## src/rtl/cfc_pkg.sv

```systemverilog
package cfc_pkg;
   typedef enum logic [2:0] {
      OP_CMP_S   = 3'd0,
      OP_CMP_SI  = 3'd1,
      OP_CMP_U   = 3'd2,
      OP_CMP_UI  = 3'd3,
      OP_ZERO    = 3'd4,
      OP_FLAGS   = 3'd5
   } cfc_op_e;

   localparam int FIELD_W = 4;
   localparam int LT_POS  = 3;
   localparam int GT_POS  = 2;
   localparam int EQ_POS  = 1;
   localparam int SO_POS  = 0;

   localparam int STYLE_SUBTRACT = 0;
   localparam int STYLE_RELATION = 1;
endpackage

```

## src/rtl/cfc_operand_sel.sv

```systemverilog
module cfc_operand_sel
   import cfc_pkg::*;
#(
   parameter int DATA_W = 32,
   parameter int IMM_W  = 16
) (
   input  logic [2:0]        op,
   input  logic [DATA_W-1:0] reg_a,
   input  logic [DATA_W-1:0] reg_b,
   input  logic [IMM_W-1:0]  imm,
   output logic [DATA_W-1:0] lhs,
   output logic [DATA_W-1:0] rhs,
   output logic              signed_cmp,
   output logic              known_op,
   output logic              flag_op
);
   localparam int EXT_W = DATA_W - IMM_W;

   logic [DATA_W-1:0] imm_sext;
   logic [DATA_W-1:0] imm_zext;

   generate
      if (EXT_W < 1) begin : g_bad_width
         $error("cfc_operand_sel: DATA_W must exceed IMM_W");
      end
   endgenerate

   assign imm_sext = {{EXT_W{imm[IMM_W-1]}}, imm};
   assign imm_zext = {{EXT_W{1'b0}}, imm};

   always_comb begin
      lhs        = reg_a;
      rhs        = reg_b;
      signed_cmp = 1'b0;
      known_op   = 1'b1;
      flag_op    = 1'b0;
      case (cfc_op_e'(op))
         OP_CMP_S:  begin signed_cmp = 1'b1; end
         OP_CMP_SI: begin signed_cmp = 1'b1; rhs = imm_sext; end
         OP_CMP_U:  begin signed_cmp = 1'b0; end
         OP_CMP_UI: begin signed_cmp = 1'b0; rhs = imm_zext; end
         OP_ZERO:   begin signed_cmp = 1'b1; rhs = '0; end
         OP_FLAGS:  begin flag_op = 1'b1; end
         default:   begin known_op = 1'b0; end
      endcase
   end
endmodule

```

## src/rtl/cfc_magnitude.sv

```systemverilog
module cfc_magnitude
   import cfc_pkg::*;
#(
   parameter int DATA_W    = 32,
   parameter int CMP_STYLE = STYLE_SUBTRACT
) (
   input  logic [DATA_W-1:0] a,
   input  logic [DATA_W-1:0] b,
   input  logic              signed_cmp,
   output logic              below,
   output logic              above
);
   localparam int DIFF_W = DATA_W + 2;

   generate
      if (CMP_STYLE == STYLE_SUBTRACT) begin : g_sub
         logic [DIFF_W-1:0] a_ext;
         logic [DIFF_W-1:0] b_ext;
         logic [DIFF_W-1:0] diff;
         logic              a_fill;
         logic              b_fill;
         assign a_fill = signed_cmp & a[DATA_W-1];
         assign b_fill = signed_cmp & b[DATA_W-1];
         assign a_ext  = {a_fill, a_fill, a};
         assign b_ext  = {b_fill, b_fill, b};
         assign diff   = a_ext - b_ext;
         assign below  = diff[DIFF_W-1];
         assign above  = ~diff[DIFF_W-1] & (diff != '0);
      end else if (CMP_STYLE == STYLE_RELATION) begin : g_rel
         always_comb begin
            if (signed_cmp) begin
               below = $signed(a) < $signed(b);
               above = $signed(a) > $signed(b);
            end else begin
               below = a < b;
               above = a > b;
            end
         end
      end else begin : g_bad_style
         $error("cfc_magnitude: unknown CMP_STYLE");
      end
   endgenerate

   always_comb begin
      AST_LT_GT_EXCLUSIVE: assert (!(below && above) || $isunknown({a, b}));
   end
endmodule

```

## src/rtl/cfc_field_pack.sv

```systemverilog
module cfc_field_pack
   import cfc_pkg::*;
(
   input  logic               below,
   input  logic               above,
   input  logic               flag_op,
   input  logic               so,
   input  logic               ov,
   input  logic               ca,
   output logic [FIELD_W-1:0] field
);
   always_comb begin
      field = '0;
      if (flag_op) begin
         field[LT_POS] = so;
         field[GT_POS] = ov;
         field[EQ_POS] = ca;
         field[SO_POS] = 1'b0;
      end else begin
         if (below) begin
            field[LT_POS] = 1'b1;
         end else if (above) begin
            field[GT_POS] = 1'b1;
         end else begin
            field[EQ_POS] = 1'b1;
         end
         field[SO_POS] = so;
      end
   end
endmodule

```

## src/rtl/cond_field_unit.sv

```systemverilog
module cond_field_unit
   import cfc_pkg::*;
#(
   parameter int DATA_W    = 32,
   parameter int IMM_W     = 16,
   parameter int CMP_STYLE = STYLE_SUBTRACT
) (
   input  logic              clk,
   input  logic              rst_n,
   input  logic              req,
   input  logic [2:0]        op_sel,
   input  logic [DATA_W-1:0] opa,
   input  logic [DATA_W-1:0] opb,
   input  logic [IMM_W-1:0]  imm,
   input  logic              so_in,
   input  logic              ov_in,
   input  logic              ca_in,
   output logic [3:0]        field_out,
   output logic              valid_out
);
   generate
      if (FIELD_W != 4) begin : g_bad_field
         $error("cond_field_unit: field width must be 4");
      end
   endgenerate

   logic [DATA_W-1:0]  lhs;
   logic [DATA_W-1:0]  rhs;
   logic               signed_cmp;
   logic               known_op;
   logic               flag_op;
   logic               below;
   logic               above;
   logic [FIELD_W-1:0] field_next;
   logic               accept;

   cfc_operand_sel #(.DATA_W(DATA_W), .IMM_W(IMM_W)) u_sel (
      .op(op_sel), .reg_a(opa), .reg_b(opb), .imm(imm),
      .lhs(lhs), .rhs(rhs), .signed_cmp(signed_cmp),
      .known_op(known_op), .flag_op(flag_op)
   );

   cfc_magnitude #(.DATA_W(DATA_W), .CMP_STYLE(CMP_STYLE)) u_mag (
      .a(lhs), .b(rhs), .signed_cmp(signed_cmp),
      .below(below), .above(above)
   );

   cfc_field_pack u_pack (
      .below(below), .above(above), .flag_op(flag_op),
      .so(so_in), .ov(ov_in), .ca(ca_in), .field(field_next)
   );

   assign accept = req & known_op;

   always_ff @(posedge clk) begin
      if (!rst_n) begin
         field_out <= '0;
         valid_out <= 1'b0;
      end else begin
         valid_out <= accept;
         if (accept) begin
            field_out <= field_next;
         end
      end
   end

   AST_STROBE_NEEDS_REQ: assert property (@(posedge clk) disable iff (!rst_n)
      valid_out |-> $past(req));
   AST_ONE_RELATION: assert property (@(posedge clk) disable iff (!rst_n)
      (valid_out && $past(op_sel) != 3'd5) |-> $countones(field_out[3:1]) == 1);
   AST_STICKY_LSB: assert property (@(posedge clk) disable iff (!rst_n)
      (valid_out && $past(op_sel) != 3'd5) |-> field_out[0] == $past(so_in));
   AST_FLAG_MOVE: assert property (@(posedge clk) disable iff (!rst_n)
      (valid_out && $past(op_sel) == 3'd5) |->
         field_out == {$past(so_in), $past(ov_in), $past(ca_in), 1'b0});
   AST_HOLD_IDLE: assert property (@(posedge clk) disable iff (!rst_n)
      !valid_out |-> $stable(field_out));
endmodule

```

## config.mk

```make
export PLATFORM = sky130hd
export DESIGN_NAME = cond_field_unit
export DESIGN_NICKNAME = d
export VERILOG_FILES = /design/src/rtl/cfc_pkg.sv /design/src/rtl/cfc_operand_sel.sv /design/src/rtl/cfc_magnitude.sv /design/src/rtl/cfc_field_pack.sv /design/src/rtl/cond_field_unit.sv
export SDC_FILE = /design/constraint.sdc
export NUM_CORES = 1
export LEC_CHECK = 0
export ABC_AREA = 1
export BUFFER_PORTS_ARGS = -buffer_cell sky130_fd_sc_hd__buf_2
export CAP_MARGIN = 20
export CELL_PAD_IN_SITES_DETAIL_PLACEMENT = 0
export CELL_PAD_IN_SITES_GLOBAL_PLACEMENT = 1
export CORE_UTILIZATION = 37
export DETAILED_ROUTE_END_ITERATION = 8
export PLACE_DENSITY = 0.95
export SYNTH_ARGS = -nofsm -noshare
export SYNTH_HDL_FRONTEND = slang
export SYNTH_SLANG_ARGS = --single-unit
```

## constraint.sdc

```tcl
create_clock -name clk -period 6.3 [get_ports clk]
set_input_delay 1.26 -clock clk [delete_from_list [all_inputs] [get_ports clk]]
set_output_delay 1.26 -clock clk [all_outputs]
set_load 0.02 [all_outputs]
```

-- Word level (Yosys, flattened, before mapping)
Cells that the tools add are included.
- add/subtract/negate cells: 1
- equal/unequal tests: 5
- multiplexer cells: 9
- bitwise logic cells: 5
- reductions and logical operators: 4
- operator list (cell ; count):
    32-bit case mux with 3 select lines ; 1
    34-bit nonzero test ; 1
    33-bit by 33-bit subtractor with 34-bit output ; 1
    3-bit by 2-bit equality test with 1-bit output, second input constant ; 2
    3-bit equality test, second input constant ; 2
    1-bit two-way mux ; 6
    6-bit OR reduction ; 1
    1-bit AND ; 4
    4-bit two-way mux ; 1
    3-bit by 1-bit equality test with 1-bit output, second input constant ; 1
    3-bit zero test ; 1
    3-bit OR reduction ; 1
    2-bit two-way mux ; 1
    1-bit NOT ; 1
- register bits: 5
- bits of input ports: 89
- output and inout bits: 5
- logic and storage cells: 26

-- Logic depth before layout (Yosys ltp)
- depth in word-level cells: 10
- mapped depth: 27
- gate-level depth less buffers: 26

-- By module
Synthesis repeated with hierarchy kept, for this count alone.
- cell total of the unflattened synthesis: 784
- area total of the unflattened synthesis: 3762.4 um^2
- modules (own cells, without submodules) (module ; instances ; cells each ; area each (um^2) ; sequential area each (um^2)):
    cfc_magnitude ; 1 ; 613 ; 2824.0 ; 0.0
    cfc_operand_sel ; 1 ; 130 ; 698.2 ; 0.0
    cond_field_unit ; 1 ; 28 ; 188.9 ; 100.1
    cfc_field_pack ; 1 ; 13 ; 51.3 ; 0.0

-- Worst setup path after synthesis
OpenSTA, ideal clock, no wires.
- path type: input-to-reg
- from: input port op_sel[0]
- to: register field_out[2]
- setup time: 0.117 ns
- arrival: 3.841 ns
- data required time: 6.183 ns
- slack: 2.342 ns
- stages: 24
- cell sequence: inv_1 nor2_1 inv_1 nand2_1 inv_1 a22o_1 ha_1 fa_1 inv_1 nand2_1 nand2_1 nand3_1 nand2_1 nand2_1 nand2_1 nand2_1 nand3_1 nand2_1 nor2_1 nand2_1 nor2_1 nand3_1 a21oi_1 nor2_1
- longest elaborated chain between the ends: 10
- elaborated cells on any way between the ends: 22
- RTL lines (what ; line ; text):
    start, declared ; cond_field_unit.sv:11 ; input logic [2:0] op_sel,
    3-bit by 1-bit equality test with 1-bit output, or another cell as far along ; cfc_operand_sel.sv:37 ; case (cfc_op_e'(op))
    3-bit OR reduction (no line) ; n/a ;
    1-bit two-way mux ; cfc_operand_sel.sv:37 ;
    1-bit AND (on tied branches) ; cfc_magnitude.sv:22, cfc_magnitude.sv:23 ;
    33-bit by 33-bit subtractor with 34-bit output ; cfc_magnitude.sv:26 ; assign diff = a_ext - b_ext;
    34-bit nonzero test / 1-bit NOT (equally long branches) ; cfc_magnitude.sv:28 ; assign above = ~diff[DIFF_W-1] & (diff != '0);
    1-bit AND ; cfc_magnitude.sv:28 ;
    1-bit two-way mux ; cfc_field_pack.sv:22 ; end else if (above) begin
    2-bit two-way mux ; cfc_field_pack.sv:20 ; if (below) begin
    4-bit two-way mux ; cfc_field_pack.sv:14 ; if (flag_op) begin
    end signal, assigned ; cond_field_unit.sv:62 ; field_out <= field_next;
    end, declared ; cond_field_unit.sv:18 ; output logic [3:0] field_out,
Several ways; a longest one is shown, not always the timed one.
A chain may end at the register's enable or synchronous reset.

-- Final worst setup path
- from: input port op_sel[2]
- to: register field_out[1]
Same word-level chain as after synthesis.

==> results by group <==
Timing
  – Hold Vio Cnt, Final: 0
  – Max Fclk: 200 MHz
  – Slew @ Worst Pin: 563 ps
  – Max-slew headroom: 0.624
  – RSZ-0062 raised after global routing: no
  – Final worst path period share: 0.795
  – Fin crit period: 5010 ps
  – Setup TNS: 0 ps
  – Setup Viol. Count Final: 0
  – Clk_skew: 0 ps
  – Final slew viol count: 0

Logic synthesis
  – Flops & latches, synth: 5
  – Syn Area/Cell: ~4.7 um2
  – Synth Net Count: 838
  – Cells after Synth: about 700
  – Sequential share of the synthesized area: 0.0297
  – Yosys cell types: 26
  – Ys Warns: 0
  – Mapped Area: 3370 um2

Clock network
  – CTS tree: done
  – CTS max path bufs: 2
  – Skew-Pair Late Insertion Delay: 220 ps
  – Post-cts gate resize count: 0
  – Postcts setup bufs: 0
  – Root Driver: clkbuf_8
  – Total CTS buffers: 3
  – # hold bufs at CTS: 0
  – CTS H-tree depth: 1
  – Clk slew on worst S/H paths: 30 ps
  – Clock sink total: 5

Die
  – DIE AREA: approximately 9500 um2
  – I/O Pins: 94
  – # rows: 34
  – Initial Util: 0.385
  – Die Span X: roughly 100 um
  – Die Span Y: 97.5 um
  – Core Box Area: 8760 um2

GRT
  – Gr ovfl total: 0
  – Vias in the first global route: 4004
  – Initial antenna violation count: 0
  – Gr usage total: 0.235
  – Largest net degree at the start of global routing: 19
  – First-pass GRT wire length: roughly 18000 um

Routing
  – Via count: 4417
  – Residual DRC: 0
  – Total routed wirelength: roughly 11000 um
  – DR iter-0 viols: 349
  – Wire per inst: 12.1 um
  – Drt pass-1 iters: 5
  – Vias/cell: 4.82
  – Antenna Violating Nets Remaining: 0

Power
  – Total Power: 0.000553 W
  – Leakage: 2.64 nW
  – VDD IR-drop max: 0.0000489 V
  – PD cells: 138 nW/um2

Status
  – Status: finished clean

Setup path
  – Crit-path slowest cell: nand2_1
  – Cell mode on critical path: nand2_1
  – Crit path kind: primary input to flop
  – CP Max Fanout: 18
  – Worst path required time: 6460 ps
  – Critical Path Sink Type: flop
  – Max incr delay on CP: 430 ps
  – CP Launch Type: primary input
  – Arrival time worst endpoint: 5160 ps
  – Cell Chain, Critical Path: buf_2 -> nor2_1 -> buf_4 -> inv_1 -> nand2_1 -> inv_1 -> a22o_1 -> ha_1 -> fa_1 -> inv_1 -> nand2_1 -> nand2_1 -> nand3_1 -> nand2_1 -> nand3_1 -> nand4_1 -> nand2_1 -> nor2_1 -> nand2_1 -> nor2_1 -> nand3_1 -> nand2_1 -> nand2_1 -> a21oi_2
  – Cell family with most CP delay: simple AND/OR/NAND/NOR gates
  – Worst path bufs/invs: 5

Placement
  – IO buf count: 93
  – Final GP Congestion: 0.948
  – HPWL after detailed placement: around 10000 um

Finish
  – Layout area overhead: 18.9%
  – N_diodes: 0
  – Fillers: 1016
  – Proportion of layout cells with a drive suffix above 1: 0.141
  – Leading cell type in the layout, fill and taps excluded: nand2_1
  – Fin nets: between 900 and 1000
  – Leading cell types in the layout, fill and taps excluded: 299 x nand2_1, 158 x inv_1, 93 x buf_2, 63 x nor2_1, 38 x nand3_1

Hold path
  – Hold WC Path Type: flop to flop

Flow run
  – Total of max-cap violations: 0
-- kinds of logic after synthesis --
family	Yosys count	share of synthesized area
simple gates	442	0.538
buf+inv	165	0.184
compound gates	67	0.115
fa+ha+maj	34	0.128
flops	5	0.0297
xor+xnor	2	0.00519
-- path summary, 6_finish.rpt --
kind | endpoint | slack, ps | startpoint | cells past startpoint
worst max-delay path | field_out[1] | 1290 | op_sel[2] | 24
worst min-delay path | field_out[1] | 480 | field_out[1] | 2
worst max register to register | field_out[2] | 5630 | field_out[2] | 2
worst min register to register | field_out[1] | 480 | field_out[1] | 2
-- synth_stat cells --
master      n  area, um2
clkbuf_1    4       15.0
inv_1     158        593
nand4_1    11       68.8
o21ai_0    21        105
dfxtp_1     5        100
nor2_1     63        236
a21oi_2     1       8.76
nand3_1    38        190
o21a_1      1       7.51
and3_1      1       6.26
and2_1      7       43.8
nand3b_1    2       15.0
nor3_2      3       30.0
nor2_2      5       31.3
xnor2_1     2       17.5
fa_1        1       20.0
nand2_2     5       31.3
inv_2       3       11.3
or2_0       1       6.26
o21bai_1    3       22.5
a21oi_1    26        130
a22o_1      1       8.76
nor3_1      7       35.0
nand2_1   299       1120
ha_1       33        413
a22oi_1    14        105
-- power breakdown --
group	internal (W)	switching [W]
clock	0.0000434	0.0000160
combinational	0.000161	0.000298
sequential	0.0000341	0.000000933
-- layer usage --
metal,part of all wire,up-vias,global-route usage
met5,0,-,0
met3,0.066,10,0.0252
met2,0.45,132,0.397
met4,0.010,0,0.0441
met1,0.48,1900,0.322
li1,-,2375,-
-- metrics by stage --
step	hold WS [ps]	cell area, um2	utilization	instances	setup WS (ps)
2_1_floorplan	555	3370	-	715	2340
3_3_place_gp	469	3970	0.453	913	1220
3_5_place_dp	481	3970	0.453	913	1180
4_1_cts	486	4010	0.458	917	1410
5_1_grt	487	4010	0.458	917	971
6_report	478	4010	0.458	917	1290
-- tightest hold or removal path: stages (launching register included) --
cell and delay [ps]:
dfxtp_1 300, nand2_1 80, a21oi_2 50
-- state kept, by name, summed over array words and instances, names as in the netlist --
name and count:
valid_out 1, field_out 4
-- layout make-up --
type	instances	area [um2]	area share
multi-input cells	545	2660	0.662
flip-flops and latches	5	100	0.0249
clock buffers	4	45.0	0.0112
repair buffers	94	473	0.118
well taps	108	135	0.0337
inverters	161	604	0.151
Note: power is estimated with default switching activity, not from simulation.
